### src/rtl/dac_seq_pkg.sv
package dac_seq_pkg;

   typedef enum logic [2:0] {
      ST_IDLE  = 3'd0,
      ST_DRIVE = 3'd1,
      ST_CS    = 3'd2,
      ST_WR    = 3'd3,
      ST_REL   = 3'd4,
      ST_HOLD  = 3'd5
   } seq_state_t;

   // Minimum time in ns to clock cycles, rounded up, never below one.
   function automatic int unsigned ns_to_cyc(input int unsigned t_ns,
                                             input int unsigned per_ps);
      int unsigned c;
      c = (t_ns * 1000 + per_ps - 1) / per_ps;
      return (c == 0) ? 1 : c;
   endfunction

   function automatic int unsigned max2(input int unsigned a, input int unsigned b);
      return (a > b) ? a : b;
   endfunction

   function automatic int unsigned bits_for(input int unsigned v);
      int unsigned b;
      b = 1;
      while ((1 << b) <= v) b++;
      return b;
   endfunction

endpackage

### src/rtl/dac_code_fmt.sv
module dac_code_fmt #(
   parameter int unsigned DATA_W     = 12,
   parameter bit          BIPOLAR_EN = 1'b1
) (
   input  logic [DATA_W-1:0] raw_i,
   input  logic              bipolar_i,
   output logic [DATA_W-1:0] code_o
);

   generate
      if (BIPOLAR_EN) begin : g_flip
         always_comb begin
            code_o = raw_i;
            if (bipolar_i) code_o[DATA_W-1] = ~raw_i[DATA_W-1];
         end
      end else begin : g_pass
         logic unused_bip;
         assign unused_bip = bipolar_i;
         assign code_o     = raw_i;
      end
   endgenerate

endmodule

### src/rtl/dac_phase_timer.sv
module dac_phase_timer #(
   parameter int unsigned CNT_W = 8
) (
   input  logic             clk,
   input  logic             rst_n,
   input  logic             load_i,
   input  logic [CNT_W-1:0] load_val_i,
   output logic             expired_o
);

   logic [CNT_W-1:0] cnt_q;

   always_ff @(posedge clk or negedge rst_n) begin
      if (!rst_n)               cnt_q <= '0;
      else if (load_i)          cnt_q <= load_val_i;
      else if (cnt_q != '0)     cnt_q <= cnt_q - 1'b1;
   end

   assign expired_o = (cnt_q == '0);

endmodule

### src/rtl/dac_timing_sel.sv
module dac_timing_sel
   import dac_seq_pkg::*;
#(
   parameter int unsigned CLK_PERIOD_PS = 5000,
   parameter int unsigned CNT_W         = 8,
   parameter bit          HV_SET_EN     = 1'b1,
   parameter int unsigned LV_CS_NS      = 380,
   parameter int unsigned LV_WR_NS      = 400,
   parameter int unsigned LV_DS_NS      = 210,
   parameter int unsigned LV_DH_NS      = 10,
   parameter int unsigned HV_CS_NS      = 200,
   parameter int unsigned HV_WR_NS      = 240,
   parameter int unsigned HV_DS_NS      = 120,
   parameter int unsigned HV_DH_NS      = 10
) (
   input  logic             hv_i,
   output logic [CNT_W-1:0] cs_ld_o,
   output logic [CNT_W-1:0] wr_ld_o,
   output logic [CNT_W-1:0] dh_ld_o
);

   localparam int unsigned LV_CS = ns_to_cyc(LV_CS_NS, CLK_PERIOD_PS);
   localparam int unsigned LV_WR = max2(ns_to_cyc(LV_WR_NS, CLK_PERIOD_PS),
                                        ns_to_cyc(LV_DS_NS, CLK_PERIOD_PS));
   localparam int unsigned LV_DH = ns_to_cyc(LV_DH_NS, CLK_PERIOD_PS);
   localparam int unsigned HV_CS = ns_to_cyc(HV_CS_NS, CLK_PERIOD_PS);
   localparam int unsigned HV_WR = max2(ns_to_cyc(HV_WR_NS, CLK_PERIOD_PS),
                                        ns_to_cyc(HV_DS_NS, CLK_PERIOD_PS));
   localparam int unsigned HV_DH = ns_to_cyc(HV_DH_NS, CLK_PERIOD_PS);

   localparam logic [CNT_W-1:0] LV_CS_LD = CNT_W'(LV_CS - 1);
   localparam logic [CNT_W-1:0] LV_WR_LD = CNT_W'(LV_WR - 1);
   localparam logic [CNT_W-1:0] LV_DH_LD = CNT_W'(LV_DH - 1);
   localparam logic [CNT_W-1:0] HV_CS_LD = CNT_W'(HV_CS - 1);
   localparam logic [CNT_W-1:0] HV_WR_LD = CNT_W'(HV_WR - 1);
   localparam logic [CNT_W-1:0] HV_DH_LD = CNT_W'(HV_DH - 1);

   if (bits_for(max2(max2(LV_CS, LV_WR), max2(HV_CS, HV_WR))) > CNT_W) begin : g_bad_cnt
      $error("dac_timing_sel: CNT_W too narrow for phase lengths");
   end

   generate
      if (HV_SET_EN) begin : g_two_sets
         always_comb begin
            if (hv_i) begin
               cs_ld_o = HV_CS_LD;
               wr_ld_o = HV_WR_LD;
               dh_ld_o = HV_DH_LD;
            end else begin
               cs_ld_o = LV_CS_LD;
               wr_ld_o = LV_WR_LD;
               dh_ld_o = LV_DH_LD;
            end
         end
      end else begin : g_one_set
         logic unused_hv;
         assign unused_hv = hv_i;
         assign cs_ld_o   = LV_CS_LD;
         assign wr_ld_o   = LV_WR_LD;
         assign dh_ld_o   = LV_DH_LD;
      end
   endgenerate

endmodule

### src/rtl/dac_wr_seq.sv
module dac_wr_seq
   import dac_seq_pkg::*;
#(
   parameter int unsigned DATA_W        = 12,
   parameter int unsigned CLK_PERIOD_PS = 5000,
   parameter bit          BIPOLAR_EN    = 1'b1,
   parameter bit          HV_SET_EN     = 1'b1,
   parameter int unsigned DRIVE_CYC     = 1,
   parameter int unsigned LV_CS_NS      = 380,
   parameter int unsigned LV_WR_NS      = 400,
   parameter int unsigned LV_DS_NS      = 210,
   parameter int unsigned LV_DH_NS      = 10,
   parameter int unsigned HV_CS_NS      = 200,
   parameter int unsigned HV_WR_NS      = 240,
   parameter int unsigned HV_DS_NS      = 120,
   parameter int unsigned HV_DH_NS      = 10
) (
   input  logic              clk,
   input  logic              rst_n,
   input  logic              s_valid,
   output logic              s_ready,
   input  logic [DATA_W-1:0] s_sample,
   input  logic              hv_sel,
   input  logic              bipolar,
   output logic [DATA_W-1:0] dac_data,
   output logic              dac_cs_n,
   output logic              dac_wr_n,
   output logic              done
);

   localparam int unsigned MAX_NS  = max2(max2(max2(LV_CS_NS, LV_WR_NS), max2(LV_DS_NS, LV_DH_NS)),
                                          max2(max2(HV_CS_NS, HV_WR_NS), max2(HV_DS_NS, HV_DH_NS)));
   localparam int unsigned MAX_CYC = max2(ns_to_cyc(MAX_NS, CLK_PERIOD_PS), DRIVE_CYC);
   localparam int unsigned CNT_W   = bits_for(MAX_CYC);
   localparam logic [CNT_W-1:0] DRIVE_LD = CNT_W'((DRIVE_CYC == 0) ? 0 : DRIVE_CYC - 1);

   if (DATA_W < 2) begin : g_bad_w
      $error("dac_wr_seq: DATA_W must be at least 2");
   end
   if (CLK_PERIOD_PS == 0) begin : g_bad_clk
      $error("dac_wr_seq: CLK_PERIOD_PS must be non-zero");
   end

   seq_state_t        state_q, state_d;
   logic [DATA_W-1:0] data_q;
   logic [DATA_W-1:0] fmt_code;
   logic              hv_q;
   logic              cs_n_q, wr_n_q, done_q;
   logic              accept;
   logic              load;
   logic [CNT_W-1:0]  load_val;
   logic              expired;
   logic [CNT_W-1:0]  cs_ld, wr_ld, dh_ld;

   dac_code_fmt #(
      .DATA_W     (DATA_W),
      .BIPOLAR_EN (BIPOLAR_EN)
   ) u_fmt (
      .raw_i     (s_sample),
      .bipolar_i (bipolar),
      .code_o    (fmt_code)
   );

   dac_timing_sel #(
      .CLK_PERIOD_PS (CLK_PERIOD_PS),
      .CNT_W         (CNT_W),
      .HV_SET_EN     (HV_SET_EN),
      .LV_CS_NS      (LV_CS_NS),
      .LV_WR_NS      (LV_WR_NS),
      .LV_DS_NS      (LV_DS_NS),
      .LV_DH_NS      (LV_DH_NS),
      .HV_CS_NS      (HV_CS_NS),
      .HV_WR_NS      (HV_WR_NS),
      .HV_DS_NS      (HV_DS_NS),
      .HV_DH_NS      (HV_DH_NS)
   ) u_tsel (
      .hv_i    (hv_q),
      .cs_ld_o (cs_ld),
      .wr_ld_o (wr_ld),
      .dh_ld_o (dh_ld)
   );

   dac_phase_timer #(
      .CNT_W (CNT_W)
   ) u_tmr (
      .clk        (clk),
      .rst_n      (rst_n),
      .load_i     (load),
      .load_val_i (load_val),
      .expired_o  (expired)
   );

   assign s_ready = (state_q == ST_IDLE);
   assign accept  = s_valid && s_ready;

   always_comb begin
      state_d  = state_q;
      load     = 1'b0;
      load_val = '0;
      unique case (state_q)
         ST_IDLE: if (accept) begin
            state_d  = ST_DRIVE;
            load     = 1'b1;
            load_val = DRIVE_LD;
         end
         ST_DRIVE: if (expired) begin
            state_d  = ST_CS;
            load     = 1'b1;
            load_val = cs_ld;
         end
         ST_CS: if (expired) begin
            state_d  = ST_WR;
            load     = 1'b1;
            load_val = wr_ld;
         end
         ST_WR: if (expired) begin
            state_d  = ST_REL;
            load     = 1'b1;
            load_val = '0;
         end
         ST_REL: begin
            state_d  = ST_HOLD;
            load     = 1'b1;
            load_val = dh_ld;
         end
         ST_HOLD: if (expired) state_d = ST_IDLE;
         default: state_d = ST_IDLE;
      endcase
   end

   always_ff @(posedge clk or negedge rst_n) begin
      if (!rst_n) begin
         state_q <= ST_IDLE;
         data_q  <= '0;
         hv_q    <= 1'b0;
         cs_n_q  <= 1'b1;
         wr_n_q  <= 1'b1;
         done_q  <= 1'b0;
      end else begin
         state_q <= state_d;
         cs_n_q  <= !((state_d == ST_CS) || (state_d == ST_WR));
         wr_n_q  <= !(state_d == ST_WR);
         done_q  <= (state_q == ST_HOLD) && (state_d == ST_IDLE);
         if (accept) begin
            data_q <= fmt_code;
            hv_q   <= hv_sel;
         end
      end
   end

   assign dac_data = data_q;
   assign dac_cs_n = cs_n_q;
   assign dac_wr_n = wr_n_q;
   assign done     = done_q;

endmodule

### config.mk
export PLATFORM = sky130hd
export DESIGN_NAME = dac_wr_seq
export DESIGN_NICKNAME = d
export VERILOG_FILES = /design/src/rtl/dac_seq_pkg.sv /design/src/rtl/dac_code_fmt.sv /design/src/rtl/dac_phase_timer.sv /design/src/rtl/dac_timing_sel.sv /design/src/rtl/dac_wr_seq.sv
export SDC_FILE = /design/constraint.sdc
export NUM_CORES = 1
export LEC_CHECK = 0
export ABC_AREA = 1
export CAP_MARGIN = 5
export CELL_PAD_IN_SITES_DETAIL_PLACEMENT = 0
export CELL_PAD_IN_SITES_GLOBAL_PLACEMENT = 1
export CORE_MARGIN = 5
export CORE_UTILIZATION = 35
export CTS_CLUSTER_DIAMETER = 120
export DETAILED_ROUTE_END_ITERATION = 6
export PLACE_DENSITY_LB_ADDON = 0.1
export SETUP_SLACK_MARGIN = 0.05
export SYNTH_ARGS = -nofsm -noshare
export SYNTH_HDL_FRONTEND = slang
export SYNTH_SLANG_ARGS = --single-unit
### constraint.sdc
create_clock -name clk -period 2.1 [get_ports clk]
set_clock_uncertainty 0.2 [all_clocks]
set_input_delay 0.21 -clock clk [delete_from_list [all_inputs] [get_ports clk]]
set_output_delay 0.21 -clock clk [all_outputs]
set_load 0.005 [all_outputs]
Word level (Yosys, flattened, before mapping) --
Index checks and enable logic that the tools add are counted.
Operators by class: shift operators 0, add/subtract/negate cells 1, bitwise logic cells 1, reductions and logical operators 11, mux-type cells 17, magnitude comparators 0, multipliers 0, divide/modulo/power cells 0, equality and inequality tests 7
Operator list (count):
- $mux W7 | 6
- $pmux W7 S3 | 1
- $pmux W3 S6 | 1
- $mux W3 | 5
- $eq A3 B2 Y1 const B | 4
- $logic_not A7 Y1 | 1
- $reduce_bool A7 Y1 | 1
- $sub A7 B1 Y7 const B | 1
- $eq A3 B3 Y1 const B | 2
- $logic_not A3 Y1 | 2
- $eq A3 B1 Y1 const B | 1
- $mux W1 | 3
- $pmux W1 S3 | 1
- $reduce_or A3 Y1 | 1
- $logic_and A1 B1 Y1 | 2
- $logic_not A1 Y1 | 2
- $reduce_bool A2 Y1 | 1
- $logic_or A1 B1 Y1 | 1
- $not A1 Y1 | 1
Word-level totals: bits in registers 26, bits in latches 0, bits in read-only memories 0, memories kept 0, memory bits (writable) 0

Logic depth before layout (Yosys ltp) --
depth after elaboration 7, mapped depth 10, depth with buffers taken out 10

Cells and area by module --
Synthesis repeated with hierarchy kept, for this count alone.
Unflattened totals: cells, all modules 245, area, all modules 1821.7 µm²
By module, submodules not included:
- dac_wr_seq | times used 1, sequential area each 478.0 µm², area each 1076.0 µm², cells an instance 147
- dac_phase_timer | times used 1, sequential area each 175.2 µm², area each 483.0 µm², cells an instance 59
- dac_timing_sel | times used 1, sequential area each 0.0 µm², area each 161.4 µm², cells an instance 23
- dac_code_fmt | times used 1, sequential area each 0.0 µm², area each 101.3 µm², cells an instance 16

Worst setup path before layout --
Ideal clock, no wire load.
kind register -> register, start point register u_tmr.cnt_q[0], end point register u_tmr.cnt_q[3], period minus slack after synthesis 1.597 ns, stages on the path, launching flop included 9, arrival 1.319 ns, buffers on the path 0, required time 1.823 ns, setup slack 0.503 ns, cell sequence dfrtp_1 -> inv_1 -> ha_1 -> inv_2 -> nor2_2 -> nand3_4 -> a21oi_4 -> nand2_1 -> a21oi_1
Between the ends: longest elaborated chain between the ends 4, elaborated cells on any way between the ends 11, classes of those cells add/sub (1); mux (7); reduce/logical (3)
RTL lines:
- start, declared | line dac_phase_timer.sv:11 | logic [CNT_W-1:0] cnt_q;
- start signal, assigned | line dac_phase_timer.sv:15 | else if (load_i) cnt_q <= load_val_i;
- start signal, assigned | line dac_phase_timer.sv:16 | else if (cnt_q != '0) cnt_q <= cnt_q - 1'b1;
- branches (longest 4 deep; another with $sub A7 B1 Y7)
Parallel ways; which one is timed is not known. The select of a mux whose other input is x is not followed. A chain may end at the register's enable or synchronous reset.

Worst setup path in the final report --
start point register state_q[1], end point output s_ready
Between the ends: longest elaborated chain between the ends 1
RTL lines:
- start, declared | line dac_wr_seq.sv:44 | seq_state_t state_q, state_d;
- start signal, assigned | line dac_wr_seq.sv:140 | state_q <= state_d;
- $logic_not A3 Y1 | line dac_wr_seq.sv:93 | assign s_ready = (state_q == ST_IDLE);
- end, declared | line dac_wr_seq.sv:21 | output logic s_ready,
Every way passes these cells.

==> results.cfg <==
[run_status]
status = finished, final reports clean

[sta]
setup_total_negative_slack_ps = 0
layout_worst_path_cycle_share_pct = 93.0
grt_setup_unrepaired = false
layout_min_cycle_time_ps = 1950
slew_violations = 0
clock.fmax_mhz = 512
finalSetupViolCount = 0
timing.slew.headroom_pct = 77.0
tightestPinTransition_ps = 345
final_hold_viol_count = 0

[layout]
nNetsFinal = 210
insertedDiodeCount = 0
layout.cells.non_filler = 239
post_route_cells_drive_above_1_share_pct = 18.8
area_growth_syn_to_layout_pct = 34.8

[pwr]
power-per-cell-area_nw_per_um2 = 542
worst_ir_drop_vdd_mv = 0.182
cellLeakagePower_nw = 0.829

[synthesis]
synthDominantAreaCellType = dfrtp_1
xor_xnor_share_of_the_synthesized_area_pct = 3.33
synth.area.mux_share_pct = 0
most_common_cell_in_the_netlist = nand2_1
synth_adder_area_share_pct = 0.951
synth.cells.most_frequent = nand2_1 (61), dfrtp_1 (24), inv_1 (9), nor2_1 (9), inv_2 (8)
post_synth_num_cell_types = 25
synth_simple_gate_area_share_pct = 33.3
postSynthCellCount = 155
synth_top_flop_cell = dfrtp_1
synth_compound_area_share_pct = 6.84
syn-num-nets = 173
netlist_area_um2 = 1320
synthTopCellsByArea = dfrtp_1 (46%), nand2_1 (17%), dfstp_2 (4.0%), nand3_4 (2.7%), inv_1 (2.6%)
combinational_family_with_the_most_area_after_synthesis = simple AND/OR/NAND/NOR gates
postSynthRegisterBits = 26
number_of_enable_flip_flop_cells_after_synthesis = 0
syn_avg_cell_area_um2 = 8.49
asyncSetResetFlopFracSynth_pct = 100
total_of_warnings_raised_by_yosys = 0
netlist.area_leader.share_pct = 45.6
seq_area_frac_synth_pct = 49.6

[route]
detail_route.wl_per_cell_um = 12.0
initialDrtViolationCount = 29
drt-vias-per-instance = 4.46
antenna_violating_nets_post_route = 0
post-route-drc-count = 0
firstDrtPassIters = 4
post_detailed_routing_wire_length_mm = 2.88
via_count = 1066

[clock_tree]
max-clock-path-buffers = 2
clk_latency_ps = 270
cts_sinks = 26
cts.hold.buffers_added = 0
tritoncts = done
worst_setup_hold_path_clk_slew_ps = 100
clock_tree.root_cell = clkbuf_8
clock_tree.htree_level_count = 1
numCtsBuffers = 3

[placed_design]
detailed_placement_wirelength_estimate_mm = 2.13
numPlacedInstances = 234
final_weighted_congestion_in_routability_driven_placement = 0.782
port-buffer-count = 32

[die]
floorplan.die_area_um2 = 5090
fp.dieW_um = 71.3
floorplan.initialDensity_pct = 36.0
ports_placed_on_the_boundary = 33
height_of_the_die_um = 71.3
core_um2 = 3660
rows = 22

[worst_setup_path]
critPathMaxFanout = 3
rr_worst_depth = 8
timing.critical_path.required_ps = 1690
kind_of_capture_point_of_the_worst_setup_path = output pin
timing_worst_setup_path_type = reg2out
worstSetupStartpointType = flip-flop
critPathArrivalTime_ps = 1540

[job]
timing.max_cap.violations = 0

[global_routing]
via_count_of_the_first_global_routing_pass = 1189
grt_start_max_net_pins = 27
antenna_found_initial = 0
overflow = 0
grtUsageTotal_pct = 12.5
wire_length_of_the_first_global_routing_pass_mm = 5.18

[worst_hold_path]
path_class_of_the_lowest_slack_min_delay_path = in2async
-- critical path: stages (launching register included) --
cell,delay (ps)
dfrtp_2,450
nor2_4,150
inv_1,80
nor2_2,90
clkdlybuf4s50_1,500
-- final cells by class --
class | instances | area (µm²)
multi-input combinational | 110 | 589
clock buffer | 3 | 41.3
fill | 368 | 1890
inverter | 17 | 63.8
clock inverter | 1 | 30.0
sequential | 26 | 654
tap | 48 | 60.1
timing repair buffer | 34 | 335
-- metrics by stage --
step	total power [mW]	hold WS [ps]	setup slack [ps]	cell area, µm²	util [%]
floorplan	0.512	-286	503	1320	-
global placement	0.554	261	329	1690	46.1
detailed placement	0.555	264	301	1690	46.1
CTS	0.979	115	86.1	1770	48.2
global route	1.01	135	63.5	1770	48.5
finish	0.962	112	147	1770	48.5
-- cells by family after synthesis --
family | count (synthesis)
simple gates | 91
compound gates | 13
fa+ha+maj | 1
flops | 26
xor+xnor | 5
buf+inv | 19
-- sequential cells by signal, summed over array words and instances (netlist names) --
signal       flops
dac_cs_n         1
u_tmr.cnt_q      7
done             1
dac_data        12
hv_q             1
state_q          3
dac_wr_n         1
-- routing by layer --
layer  track usage, %  up-vias  part of all wire (%)
met1             15.4      489                    46
met5                0        -                     0
li1                 -      549                     -
met4             4.80        0                  0.83
met2             20.6       26                    47
met3             3.79        2                   6.2
-- layout by cell type (no fill, tap or decap), types with 4 or more instances in the layout --
master / instances
a21oi_1: 4
clkdlybuf4s50_1: 32
dfrtp_1: 23
inv_1: 9
inv_2: 8
nand2_1: 61
nand2_2: 4
nor2_1: 9
nor2_2: 4
nor2_4: 4
-- timing repair --
action	in CTS	in global routing
pin swaps	0	0
setup buffers	0	1
gates resized for setup	1	1
endpoints found under the setup margin	1	1
gates cloned	0	0
-- final timing paths --
path	start	end	slack [ps]
min in group clk	s_sample[6]	dac_data[6]$_DFFE_PN0P_	260
hold reg to reg	dac_data[10]$_DFFE_PN0P_	dac_data[10]$_DFFE_PN0P_	290
setup / recovery	state_q[1]$_DFF_PN0_	s_ready	150
setup reg to reg	u_tmr.cnt_q[0]$_DFFE_PN0P_	u_tmr.cnt_q[1]$_DFFE_PN0P_	300
max in group asynchronous	rst_n	dac_wr_n$_DFF_PN1_	1290
hold / removal	rst_n	dac_data[5]$_DFFE_PN0P_	110
-- power breakdown --
part	total (mW)	leakage (nW)	switching, mW	internal [mW]
registers	0.500	0.325	0	0.500
logic	0.0435	0.469	0.0153	0.0283
clock network	0.418	0.0357	0.163	0.255
total	0.962	0.829	0.179	0.784
Note: power is estimated with default switching activity, not from simulation.
